==> config.mk <==
export PLATFORM = sky130hd
export DESIGN_NAME = dual_decade_counter
export DESIGN_NICKNAME = d
export VERILOG_FILES = /design/src/rtl/ddc_pkg.sv /design/src/rtl/ddc_fall_detect.sv /design/src/rtl/ddc_bin_stage.sv /design/src/rtl/ddc_quinary_stage.sv /design/src/rtl/ddc_override_ctrl.sv /design/src/rtl/dual_decade_counter.sv
export SDC_FILE = /design/constraint.sdc
export NUM_CORES = 1
export LEC_CHECK = 0
export ABC_AREA = 0
export BUFFER_PORTS_ARGS = -buffer_cell sky130_fd_sc_hd__buf_2
export CAP_MARGIN = 5
export CORE_AREA = 3 3 40 42
export CTS_BUF_LIST = sky130_fd_sc_hd__clkbuf_8 sky130_fd_sc_hd__clkbuf_16
export DETAILED_ROUTE_END_ITERATION = 8
export DIE_AREA = 0 0 43 45
export SETUP_SLACK_MARGIN = 0.4
export SYNTH_ARGS = -nofsm -noshare
export SYNTH_HDL_FRONTEND = slang
export SYNTH_SLANG_ARGS = --single-unit
==> constraint.sdc <==
create_clock -name clk -period 2.7 [get_ports clk]
set_input_delay 0 -clock clk [delete_from_list [all_inputs] [get_ports clk]]
set_output_delay 0 -clock clk [all_outputs]
set_load 0.1 [all_outputs]
==> src/rtl/ddc_pkg.sv <==
// Shared definitions for the dual-section decade counter.
// Assumes: included first in compile order.
package ddc_pkg;
    // Number of independent count inputs (binary section, divide-by-five section)
    localparam int unsigned NUM_CNT = 2;
    localparam int unsigned IDX_LO  = 0;
    localparam int unsigned IDX_HI  = 1;

    // Resolved override action, nine taking priority over clear
    typedef enum logic [1:0] {
        OVR_NONE  = 2'd0,
        OVR_CLEAR = 2'd1,
        OVR_NINE  = 2'd2
    } ovr_e;
endpackage

==> src/rtl/ddc_fall_detect.sv <==
// Falling-edge detector for one count input.
// Keeps the previous sample and flags prev=1, now=0.
// Assumes: the input is synchronous to clk and held at least one cycle per level.
module ddc_fall_detect (
    input  logic clk,
    input  logic rst_n,
    input  logic lvl_i,
    output logic fall_o
);
    logic prev_q;

    // Register the last sampled level of the count input
    always_ff @(posedge clk) begin
        if (!rst_n) prev_q <= 1'b0;
        else        prev_q <= lvl_i;
    end

    always_comb fall_o = prev_q & ~lvl_i;


    single_fire_chk: assert property (@(posedge clk) disable iff (!rst_n)
        fall_o |=> !fall_o);
endmodule

==> src/rtl/ddc_bin_stage.sv <==
// Binary section: one bit that toggles on each qualified falling edge.
// Assumes: ovr_i is already priority-resolved.
module ddc_bin_stage
    import ddc_pkg::*;
(
    input  logic clk,
    input  logic rst_n,
    input  logic adv_i,
    input  ovr_e ovr_i,
    output logic q_o
);
    // Toggle, load or hold the binary bit
    always_ff @(posedge clk) begin
        if (!rst_n)                q_o <= 1'b0;
        else if (ovr_i == OVR_NINE)  q_o <= 1'b1;
        else if (ovr_i == OVR_CLEAR) q_o <= 1'b0;
        else if (adv_i)              q_o <= ~q_o;
    end


    bin_toggle_chk: assert property (@(posedge clk) disable iff (!rst_n)
        (adv_i && ovr_i == OVR_NONE) |=> (q_o != $past(q_o)));
endmodule

==> src/rtl/ddc_quinary_stage.sv <==
// Divide-by-MOD section: counts 0..MOD-1 and wraps to 0.
// The nine override loads MOD-1 (100 for MOD=5), the clear override loads 0.
// Assumes: ovr_i is already priority-resolved; MOD >= 2.
module ddc_quinary_stage
    import ddc_pkg::*;
#(
    parameter int unsigned MOD = 5,
    localparam int unsigned W  = $clog2(MOD)
) (
    input  logic         clk,
    input  logic         rst_n,
    input  logic         adv_i,
    input  ovr_e         ovr_i,
    output logic [W-1:0] q_o
);
    localparam logic [W-1:0] TOP = W'(MOD - 1);

    // Advance, wrap, load or hold the section state
    always_ff @(posedge clk) begin
        if (!rst_n)                  q_o <= '0;
        else if (ovr_i == OVR_NINE)  q_o <= TOP;
        else if (ovr_i == OVR_CLEAR) q_o <= '0;
        else if (adv_i)              q_o <= (q_o == TOP) ? '0 : q_o + 1'b1;
    end


    hi_range_chk: assert property (@(posedge clk) disable iff (!rst_n)
        q_o <= TOP);

    hi_wrap_chk: assert property (@(posedge clk) disable iff (!rst_n)
        (adv_i && ovr_i == OVR_NONE && q_o == TOP) |=> (q_o == '0));
endmodule

==> src/rtl/ddc_override_ctrl.sv <==
// Resolves the two override pairs into one action; each pair needs both inputs high.
// Nine has priority over clear.
module ddc_override_ctrl
    import ddc_pkg::*;
(
    input  logic clr_a_i,
    input  logic clr_b_i,
    input  logic nine_a_i,
    input  logic nine_b_i,
    output ovr_e ovr_o
);
    // Priority decode of the override pairs
    always_comb begin
        if (nine_a_i && nine_b_i)     ovr_o = OVR_NINE;
        else if (clr_a_i && clr_b_i)  ovr_o = OVR_CLEAR;
        else                          ovr_o = OVR_NONE;
    end
endmodule

==> src/rtl/dual_decade_counter.sv <==
// Dual-section decade counter top.
// Bit 0 comes from the binary section (count input A). Bits 3..1 come from
// the divide-by-HI_MOD section (count input B). Looping bit 0 to input B outside
// the block gives a decade counter. Assumes synchronous count inputs.
module dual_decade_counter
    import ddc_pkg::*;
#(
    parameter int unsigned HI_MOD = 5,
    localparam int unsigned HI_W  = $clog2(HI_MOD)
) (
    input  logic          clk,
    input  logic          rst_n,
    input  logic          cnt_a_i,
    input  logic          cnt_b_i,
    input  logic          clr_a_i,
    input  logic          clr_b_i,
    input  logic          nine_a_i,
    input  logic          nine_b_i,
    output logic [HI_W:0] q_o
);
    logic [NUM_CNT-1:0] lvl;
    logic [NUM_CNT-1:0] fall;
    ovr_e               ovr;
    logic               lo_q;
    logic [HI_W-1:0]    hi_q;

    always_comb lvl = {cnt_b_i, cnt_a_i};

    // One edge detector per count input
    for (genvar g = 0; g < NUM_CNT; g++) begin : g_edge
        ddc_fall_detect u_fall (
            .clk    (clk),
            .rst_n  (rst_n),
            .lvl_i  (lvl[g]),
            .fall_o (fall[g])
        );
    end

    ddc_override_ctrl u_ovr (
        .clr_a_i  (clr_a_i),
        .clr_b_i  (clr_b_i),
        .nine_a_i (nine_a_i),
        .nine_b_i (nine_b_i),
        .ovr_o    (ovr)
    );

    ddc_bin_stage u_lo (
        .clk   (clk),
        .rst_n (rst_n),
        .adv_i (fall[IDX_LO]),
        .ovr_i (ovr),
        .q_o   (lo_q)
    );

    ddc_quinary_stage #(.MOD(HI_MOD)) u_hi (
        .clk   (clk),
        .rst_n (rst_n),
        .adv_i (fall[IDX_HI]),
        .ovr_i (ovr),
        .q_o   (hi_q)
    );

    always_comb q_o = {hi_q, lo_q};


    nine_load_chk: assert property (@(posedge clk) disable iff (!rst_n)
        (nine_a_i && nine_b_i) |=> (q_o == {HI_W'(HI_MOD - 1), 1'b1}));

    clear_load_chk: assert property (@(posedge clk) disable iff (!rst_n)
        (clr_a_i && clr_b_i && !(nine_a_i && nine_b_i)) |=> (q_o == '0));

    idle_hold_chk: assert property (@(posedge clk) disable iff (!rst_n)
        (!fall[IDX_LO] && !fall[IDX_HI] && !(nine_a_i && nine_b_i)
         && !(clr_a_i && clr_b_i)) |=> $stable(q_o));

    lo_isolated_chk: assert property (@(posedge clk) disable iff (!rst_n)
        (!fall[IDX_LO] && !(nine_a_i && nine_b_i) && !(clr_a_i && clr_b_i))
        |=> (q_o[0] == $past(q_o[0])));
endmodule

# Word level (Yosys, flattened, before mapping)
# Cells that the tools add are included.
[totals]
word_cells = 29
reg_bits = 6
in_bits = 8
out_inout_bits = 4
[op_classes]
bitwise_logic = 6
eq_ne = 3
addsub = 1
muxes = 9
reduce_logical = 5
[op_table]
columns = ["cell", "count"]
rows = [
  ["2-to-1 mux 3 bit", 4],
  ["nonzero test 3 bit", 2],
  ["2-to-1 mux 1 bit", 4],
  ["NOT 1 bit", 4],
  ["adder 3 x 1 -> 3 bit (second input constant)", 1],
  ["== test 3 bit (second input constant)", 1],
  ["OR reduction 3 bit", 1],
  ["AND 1 bit", 2],
  ["== test 2 x 1 -> 1 bit (second input constant)", 1],
  ["== test 2 bit (second input constant)", 1],
  ["logical AND 1 bit", 2],
  ["2-to-1 mux 2 bit", 1],
]

# Logic depth before layout (Yosys ltp)
# Gate-level depths: netlist of the first run.
[depth]
depth_word = 6
depth_mapped = 5
mapped_depth_nobuf = 5

# Cells and area by module
# Synthesis of the first run repeated with hierarchy kept, for this count alone.
[hier_totals]
hier_cells = 36
hier_area_um2 = 322.8
[modules_own_cells]
columns = ["module", "n_inst", "seq_area_each_um2", "area_per_inst_um2", "cells_each"]
rows = [
  ["ddc_quinary_stage", 1, 60.1, 171.4, 21],
  ["ddc_fall_detect", 2, 20.0, 36.3, 3],
  ["ddc_bin_stage", 1, 20.0, 52.6, 5],
  ["ddc_override_ctrl", 1, 0.0, 18.8, 3],
  ["dual_decade_counter", 1, 0.0, 7.5, 1],
]

# Least setup slack after synthesis of the first run
# No wires, ideal clock.
[synth_timing]
kind = "register to register"
start = "register u_hi.q_o[0]"
end = "register u_hi.q_o[2]"
setup_time_ps = 74
setup_slack_ps = 939
path_buffers = 0
stages_incl_launch_ff = 6
required_ps = 2626
synth_period_minus_slack_ps = 1761
t_arrival_ps = 1687
cell_sequence = "dfxtp_1 > inv_1 > ha_1 > nor2_1 > o21ai_0 > a31oi_1"
[synth_between]
elab_chain_cells = 5
word_cells_on_any_way = 6
classes_between = "add/sub: 1; eq/ne: 1; mux: 4"
[synth_lines]
columns = ["element", "line_no", "rtl"]
rows = [
  ["start: declaration", "ddc_quinary_stage.sv:14", "output logic [W-1:0] q_o"],
  ["start signal: assignment", "ddc_quinary_stage.sv:23", "else if (adv_i) q_o <= (q_o == TOP) ? '0 : q_o + 1'b1;"],
  ["adder 3 x 1 -> 3 bit or == test 3 bit (tied branches)", "ddc_quinary_stage.sv:23", ""],
  ["2-to-1 mux 3 bit * (2 in a row)", "ddc_quinary_stage.sv:23", ""],
  ["2-to-1 mux 3 bit *", "ddc_quinary_stage.sv:22", "else if (ovr_i == OVR_CLEAR) q_o <= '0;"],
  ["2-to-1 mux 3 bit *", "ddc_quinary_stage.sv:21", "else if (ovr_i == OVR_NINE) q_o <= TOP;"],
]
# Mark *: on every way between the ends. The rest lies on a longest branch, timed or not. The select of a mux whose other input is x is not followed.
# A chain may end at the register's enable or synchronous reset.

# Final worst setup path of the first run
# Same ends and word-level chain as after synthesis.

==> summary.md, run 1 <==
| Metric | Value |
|---|---|
| Status | `finished clean` |
| Final hold violation count | `0` |
| Initial antenna violation count | `0` |
| IO Port Bufs | `11` |
| Max_slew headroom | `between 60% and 70%` |
| Area Growth Syn to Fin | `40.52%` |
| Placed insts | `60` |
| Ys Warns | `0` |
| CTS tree | `built` |
| Cell area after synthesis | `290.3 sq um` |
| Worst hold path type | `in -> reg` |
| Area of the multi-input gates | `155.1 sq um` |
| # clock sinks | `6` |
| Setup Buffers After CTS | `0` |
| Pins over their slew limit | `0` |
| Most Crowded Layer GR | `met2` |
| Worst Tran Pin Value | `0.4850 ns` |
| Critical path class | `reg -> reg` |
| GRT overflow | `0` |
| Initial core utilization | `22.59%` |
| Top cell type's share of synthesized area | `41.38%` |
| Syn_nets | `45` |
| Synth top area cells | `dfxtp_1, ha_1, nand2_1` |
| Worst endpoint required time | `2.85 ns` |
| Fin util | `31.74%` |
| Worst vdd ir | `0.3108 mV` |
| Fmax | `954.1 MHz` |
| Leak | `~0.18 nW` |
| Final Wtd Congestion | `0.6342` |
| PD cells | `681.8 nW/um^2` |
| Critical path startpoint category | `flip-flop` |
| Inserted Clock Buffers | `3` |
| Mean Syn Cell Area | `8.294 sq um` |
| Sequential area share after synthesis | `41.38%` |
| Die Width | `43 um` |
| Met3 Track Usage GR | `between 3 and 4%` |
| Die H | `45 um` |
| Final setup violation count | `0` |
| Power Total | `278.1 uW` |
| Worst-skew pair later-pin latency | `between 0.2 and 0.25 ns` |
| Final Non-Filler Cells | `64` |
| Crit end category | `flip-flop` |
| Final TNS setup | `0 ns` |
| Via count of the first global-routing pass | `234` |
| Max capacitance violation total | `0` |
| Clock Path Buffers | `2` |
| Mapped Cells | `35` |
| Seq. cell area | `120.1 sq um` |
| FP Rows | `13` |
| Diode count | `0` |
| Tcrit/Tclk final | `38.82%` |
| Drt drc | `0` |
| Fin nets | `slightly above 60` |
| Flops & latches, synth | `6` |
| Yosys cell types | `16` |
| Post-route ant nets | `0` |
| Yosys top cell by area | `dfxtp_1` |
| Critical path arrival | `1.20 ns` |
| Core area | `1285 sq um` |
| Fill cell count | `approximately 140` |
| Skew final | `0.0007453 ns` |
| RSZ-0062 raised after global routing | `no` |
| CTS Hold Bufs | `1` |
| Crit-path max FO | `4` |
| GRT Total Usage | `under 10%` |
| Met1 Usage GRT | `7.282%` |
| Num ports | `12` |
| Via/cell ratio | `4.219` |
| Met2 usage | `10.18%` |
| Root buffer cell | `clkbuf_8` |
| H-tree depth | `1` |
| Clock Pin Slew Worst Setup and Hold Paths | `0.04 ns` |
| Die area | `1935 sq um` |
| Post-cts repair resize count | `0` |
| Share of layout cells above drive strength 1 | `~29%` |
| First-pass detailed-route iteration total | `2` |
| Initial DRC Count | `5` |
| Largest net degree at the start of global routing | `7` |
| Min Tclk post-route | `1.048 ns` |
| DR vias | `270` |
| Post-Route WL | `602 um` |
| First-pass GRT wire length | `931 um` |
| DR WL/cell | `9.406 um` |
path summary, 6_finish.rpt:
path	cells past startpoint	end	from	slack, ns
worst max register to register	5	u_hi.q_o[2]$_SDFFE_PN0P_	u_hi.q_o[0]$_SDFFE_PP0P_	1.65
worst max-delay path	5	u_hi.q_o[2]$_SDFFE_PN0P_	u_hi.q_o[0]$_SDFFE_PP0P_	1.65
worst min-delay path	2	g_edge[1].u_fall.prev_q$_SDFF_PN0_	cnt_b_i	0.01
worst min register to register	2	u_hi.q_o[1]$_SDFFE_PP0P_	u_hi.q_o[1]$_SDFFE_PP0P_	0.48
cells in the mapped netlist:
library cell and number:
o21ai_0 2, o2bb2ai_1 1, and2_1 3, buf_4 1
nor2b_1 2, ha_1 2, dfxtp_1 6, xnor2_1 1
nand3b_1 1, nand3_1 3, nand2_1 6, a21oi_1 2
nand2b_1 1, a31oi_1 1, inv_1 2, nor2_1 1
logic make-up after synthesis:
family / count (synthesis) / synth area share [%]
adders and majority gates: 2 / 8.619
buffers and inverters: 3 / 5.174
AOI/OAI and AO/OA: 6 / 12.07
and+or+nand+nor: 17 / 29.74
xor gates and xnor gates: 1 / 3.018
DFF: 6 / 41.38
metal layers:
| metal | wire, um | part of all wire [%] |
|---|---|---|
| met5 | 0 | 0 |
| met4 | 19 | 3.2 |
| met3 | 17 | 2.8 |
| met2 | 302 | 50 |
| met1 | 261 | 43 |
through the flow:
step           setup slack [ns]  area (sq um)  hold slack [ns]
3_5_place_dp              1.661         356.6           0.2194
5_1_grt                   1.533         407.9          0.02693
4_1_cts                   1.650         407.9         0.009354
3_3_place_gp              1.689         356.6           0.2207
6_report                  1.652         407.9          0.01046
2_1_floorplan            0.9391         290.3           0.1169
worst max-delay path: stages (launching register included):
cell and delay (ns):
dfxtp_1 0.37, inv_1 0.08, ha_1 0.21, nor2_1 0.09
o21ai_0 0.07, a31oi_1 0.15
cell type report:
| class | count | share of cell area [%] |
|---|---|---|
| timing repair buffer | 12 | 15.95 |
| multi-input combinational | 26 | 38.04 |
| clock buffer | 3 | 10.12 |
| inverter | 2 | 1.840 |
| tap | 15 | 4.601 |
| sequential | 6 | 29.45 |
layout by cell type, fill, tap and decap left out:
master         Yosys  final
dfxtp_1            6      6
dlygate4sd3_1      0      1
inv_1              2      2
nor2_1             1      1
a31oi_1            1      1
clkbuf_8           0      3
buf_2              0     11
nand2b_1           1      1
nand3_1            3      3
ha_1               2      2
a21oi_1            2      2
o21ai_0            2      2
nand3b_1           1      1
nor2b_1            2      2
and2_1             3      3
o2bb2ai_1          1      1
nand2_1            6      6
xnor2_1            1      1
sequential cells by signal, indices dropped and copies added (netlist names):
signal	cells
u_lo.q_o	1
g_edge.u_fall.prev_q	2
u_hi.q_o	3
where the power goes:
| part | total (mW) | internal, mW | switching (mW) | leakage [nW] |
|---|---|---|---|---|
| Clock | 0.139 | 0.0961 | 0.0425 | 0.0216 |
| Combinational | 0.0434 | 0.0130 | 0.0305 | 0.109 |
| Sequential | 0.0961 | 0.0936 | 0.00249 | 0.0494 |
Power figures use the tool's default switching activity.
==> inputs of run 2 (changes only) <==
==> constraint.sdc (replaced) <==
create_clock -name clk -period 1 [get_ports clk]
set_input_delay 0 -clock clk [delete_from_list [all_inputs] [get_ports clk]]
set_output_delay 0 -clock clk [all_outputs]
set_load 0.1 [all_outputs]
==> run 2 against run 1 <==
Core utilization is 9.7 points higher. Critical path depth down 1. Largest cell class unchanged. Non-clock buffer count grew 2. Clock power grew to 2.7 times the previous value. Critical path type unchanged. First-iteration DRC count down 80%. Cell count is 4.7% higher. Die area stayed put. Critical endpoint is now u_hi.q_o[1]$_SDFFE_PP0P_. Clock skew grew 0.0036 ns.
==> summary.md, run 2 (synthesis results as in run 1) <==
| Metric | Value |
|---|---|
| Status | `finished clean (unchanged)` |
| H-tree depth | `1 (unchanged)` |
| Inserted Clock Buffers | `3 (unchanged)` |
| Clock Pin Slew Worst Setup and Hold Paths | `0.04 ns (about the same)` |
| Initial DRC Count | `1 (was 5)` |
| CTS tree | `built (unchanged)` |
| Critical-path cell list | `inv_4, ha_4, nand3_2, a21oi_1 (was inv_1, ha_1, nor2_1, o21ai_0, a31oi_1)` |
| Drt drc | `0 (unchanged)` |
| Final Non-Filler Cells | `67 (was 64)` |
| # clock sinks | `6 (unchanged)` |
| Largest net degree at the start of global routing | `7 (unchanged)` |
| RSZ-0062 raised after global routing | `yes (was no)` |
| PD cells | `1462 nW/um^2 (was 681.8 nW/um^2)` |
| Switch Pwr | `206.1 uW (was 75.44 uW)` |
| Max_slew headroom | `87.20% (was 67.89%)` |
| Die H | `45 um (unchanged)` |
| Area Growth Syn to Fin | `83.62% (was 40.52%)` |
| Fin util | `41.48% (was 31.74%)` |
| DR WL/cell | `8.493 um (was 9.406 um)` |
| Final Wtd Congestion | `0.6550 (was 0.6342)` |
| Worst-skew pair later-pin latency | `0.22 ns (about the same)` |
| Die Width | `43 um (unchanged)` |
| Critical path arrival | `1.05 ns (was 1.20 ns)` |
| Final TNS setup | `0 ns (unchanged)` |
| Worst Tran Pin Value | `0.1901 ns (was 0.4850 ns)` |
| Post-Route WL | `569 um (was 602 um)` |
| Skew final | `0.004389 ns (was 0.0007453 ns)` |
| Pins over their slew limit | `0 (unchanged)` |
| Via/cell ratio | `4.448 (was 4.219)` |
| Commonest non-fill, non-tap cell in the layout | `buf_2 (unchanged)` |
| Critical path startpoint category | `flip-flop (unchanged)` |
| Sw Ratio | `26.45% (was 27.13%)` |
| Die area | `1935 sq um (unchanged)` |
| Clock Path Buffers | `2 (unchanged)` |
| Most flop-heavy register | `u_hi.q_o (unchanged)` |
| Fin nets | `63 (was 61)` |
| Post-route ant nets | `0 (unchanged)` |
| First-pass detailed-route iteration total | `4 (was 2)` |
| Root buffer cell | `clkbuf_8 (unchanged)` |
| Core area | `1285 sq um (unchanged)` |
| Int Power | `573.1 uW (was 202.7 uW)` |
| Diode count | `0 (unchanged)` |
| Initial core utilization | `22.59% (unchanged)` |
| First-pass GRT wire length | `1035 um (was 931 um)` |
| Leak | `0.2155 nW (was 0.1803 nW)` |
| Regs by FF count | `u_hi.q_o x3, g_edge.u_fall.prev_q x2, u_lo.q_o x1 (unchanged)` |
| IO Port Bufs | `11 (unchanged)` |
| Share of layout cells above drive strength 1 | `57.69% (was 28.57%)` |
| Initial antenna violation count | `0 (unchanged)` |
| Via count of the first global-routing pass | `282 (was 234)` |
| Clock power frac | `47.9% (was 49.8%)` |
| Max incr delay on CP | `0.37 ns (about the same)` |
| Fill cell count | `123 (was 142)` |
| Max reg flops | `3 (unchanged)` |
| Worst hold path type | `in -> reg (unchanged)` |
| Max capacitance violation total | `0 (unchanged)` |
| GRT Total Usage | `7.930% (was 7.095%)` |
| Tcrit/Tclk final | `90.09% (was 38.82%)` |
| Combinational power share | `18.7% (was 15.6%)` |
| Critical path class | `reg -> reg (unchanged)` |
| GRT overflow | `0 (unchanged)` |
| Fmax | `1110 MHz (was 954.1 MHz)` |
| Placed insts | `60 (unchanged)` |
| Crit-path max FO | `4 (unchanged)` |
| FP Rows | `13 (unchanged)` |
| Final hold violation count | `0 (unchanged)` |
| Num ports | `12 (unchanged)` |
| Flop pwr share | `33.3% (was 34.5%)` |
| Worst vdd ir | `0.8230 mV (was 0.3108 mV)` |
| Crit end category | `flip-flop (unchanged)` |
| DR vias | `298 (was 270)` |
| Worst endpoint required time | `1.15 ns (was 2.85 ns)` |
| Crit path max-delay cell type | `dfxtp_4 (was dfxtp_1)` |
| Min Tclk post-route | `0.9009 ns (was 1.048 ns)` |
| Final setup violation count | `0 (unchanged)` |
| Most frequent cells in the layout | `buf_2, nand2_1, buf_12 (was buf_2, nand2_1, dfxtp_1)` |
-- run 2: cell count changes in the layout (fill, tap and decap cells not counted), moves of 2 or more --
cell     previous run  this run
dfxtp_1             6         2
nor2b_2             0         2
buf_4               0         2
dfxtp_4             0         3
buf_12              0         4
nor2b_1             2         0
ha_1                2         0
buf_2              11         7
-- run 2: metrics by stage --
stage / power [mW] / instance area, sq um / worst slack, ns / hold WS [ns]
finish: 0.7792 / 533.0 / 0.09910 / 0.008094
global route: 0.8121 / 533.0 / 0.04848 / 0.03046
CTS: 0.7847 / 520.5 / 0.08878 / 0.01168
detailed placement: 0.4039 / 445.4 / 0.05199 / 0.2355
global placement: 0.4026 / 445.4 / 0.05856 / 0.2321
floorplan: 0.3544 / 322.8 / -0.09376 / 0.1169
-- run 2: path summary, 6_finish.rpt --
| check | depth (start not counted) | end | slack (ns) | startpoint |
|---|---|---|---|---|
| max | 4 | u_hi.q_o[1]$_SDFFE_PP0P_ | 0.1 | u_hi.q_o[0]$_SDFFE_PP0P_ |
| min | 2 | g_edge[0].u_fall.prev_q$_SDFF_PN0_ | 0.008 | cnt_a_i |
| max reg2reg | 4 | u_hi.q_o[1]$_SDFFE_PP0P_ | 0.1 | u_hi.q_o[0]$_SDFFE_PP0P_ |
| min reg2reg | 2 | u_hi.q_o[0]$_SDFFE_PP0P_ | 0.51 | u_hi.q_o[0]$_SDFFE_PP0P_ |
-- run 2: worst max-delay path: cells and delay by family, from the launching register on --
family                     cells  cell delay, ns
DFF                            1            0.37
adders and majority gates      1            0.25
and+or+nand+nor                1            0.05
AOI/OAI and AO/OA              1            0.13
buffers and inverters          1            0.04
-- run 2: area by class of cell --
class / instances / area [sq um] / share of cell area, %
Tap cell: 15 / 18.77 / 3.521
Sequential cell: 6 / 132.6 / 24.88
Clock inverter: 1 / 3.754 / 0.7042
Inverter: 2 / 10.01 / 1.878
Timing Repair Buffer: 14 / 141.4 / 26.53
Multi-Input combinational cell: 26 / 185.2 / 34.74
Clock buffer: 3 / 41.29 / 7.746
-- run 2: per-layer routing --
| metal | up-vias | wire length [um] | track usage [%] |
|---|---|---|---|
| met4 | 0 | 10 | 5.422 |
| met5 | - | 0 | 0 |
| met3 | 2 | 62 | 5.976 |
| met1 | 134 | 236 | 7.767 |
| li1 | 149 | - | - |
| met2 | 13 | 259 | 11.68 |
-- run 2: timing repair --
action | in CTS | in global routing
buffers inserted | 3 | 0
setup endpoints to repair | 8 | 8
hold buffers | 0 | 0
resized for setup | 3 | 4
endpoints found under the hold margin | 0 | 0
pin swaps | 0 | 1
-- run 2: power by group through the flow --
| stage | Combinational, mW | Clock [mW] | Sequential (mW) |
|---|---|---|---|
| floorplan | 0.0697 | 0 | 0.285 |
| global placement | 0.140 | 0 | 0.263 |
| detailed placement | 0.141 | 0 | 0.263 |
| CTS | 0.144 | 0.381 | 0.260 |
| global route | 0.156 | 0.395 | 0.261 |
| finish | 0.146 | 0.373 | 0.260 |
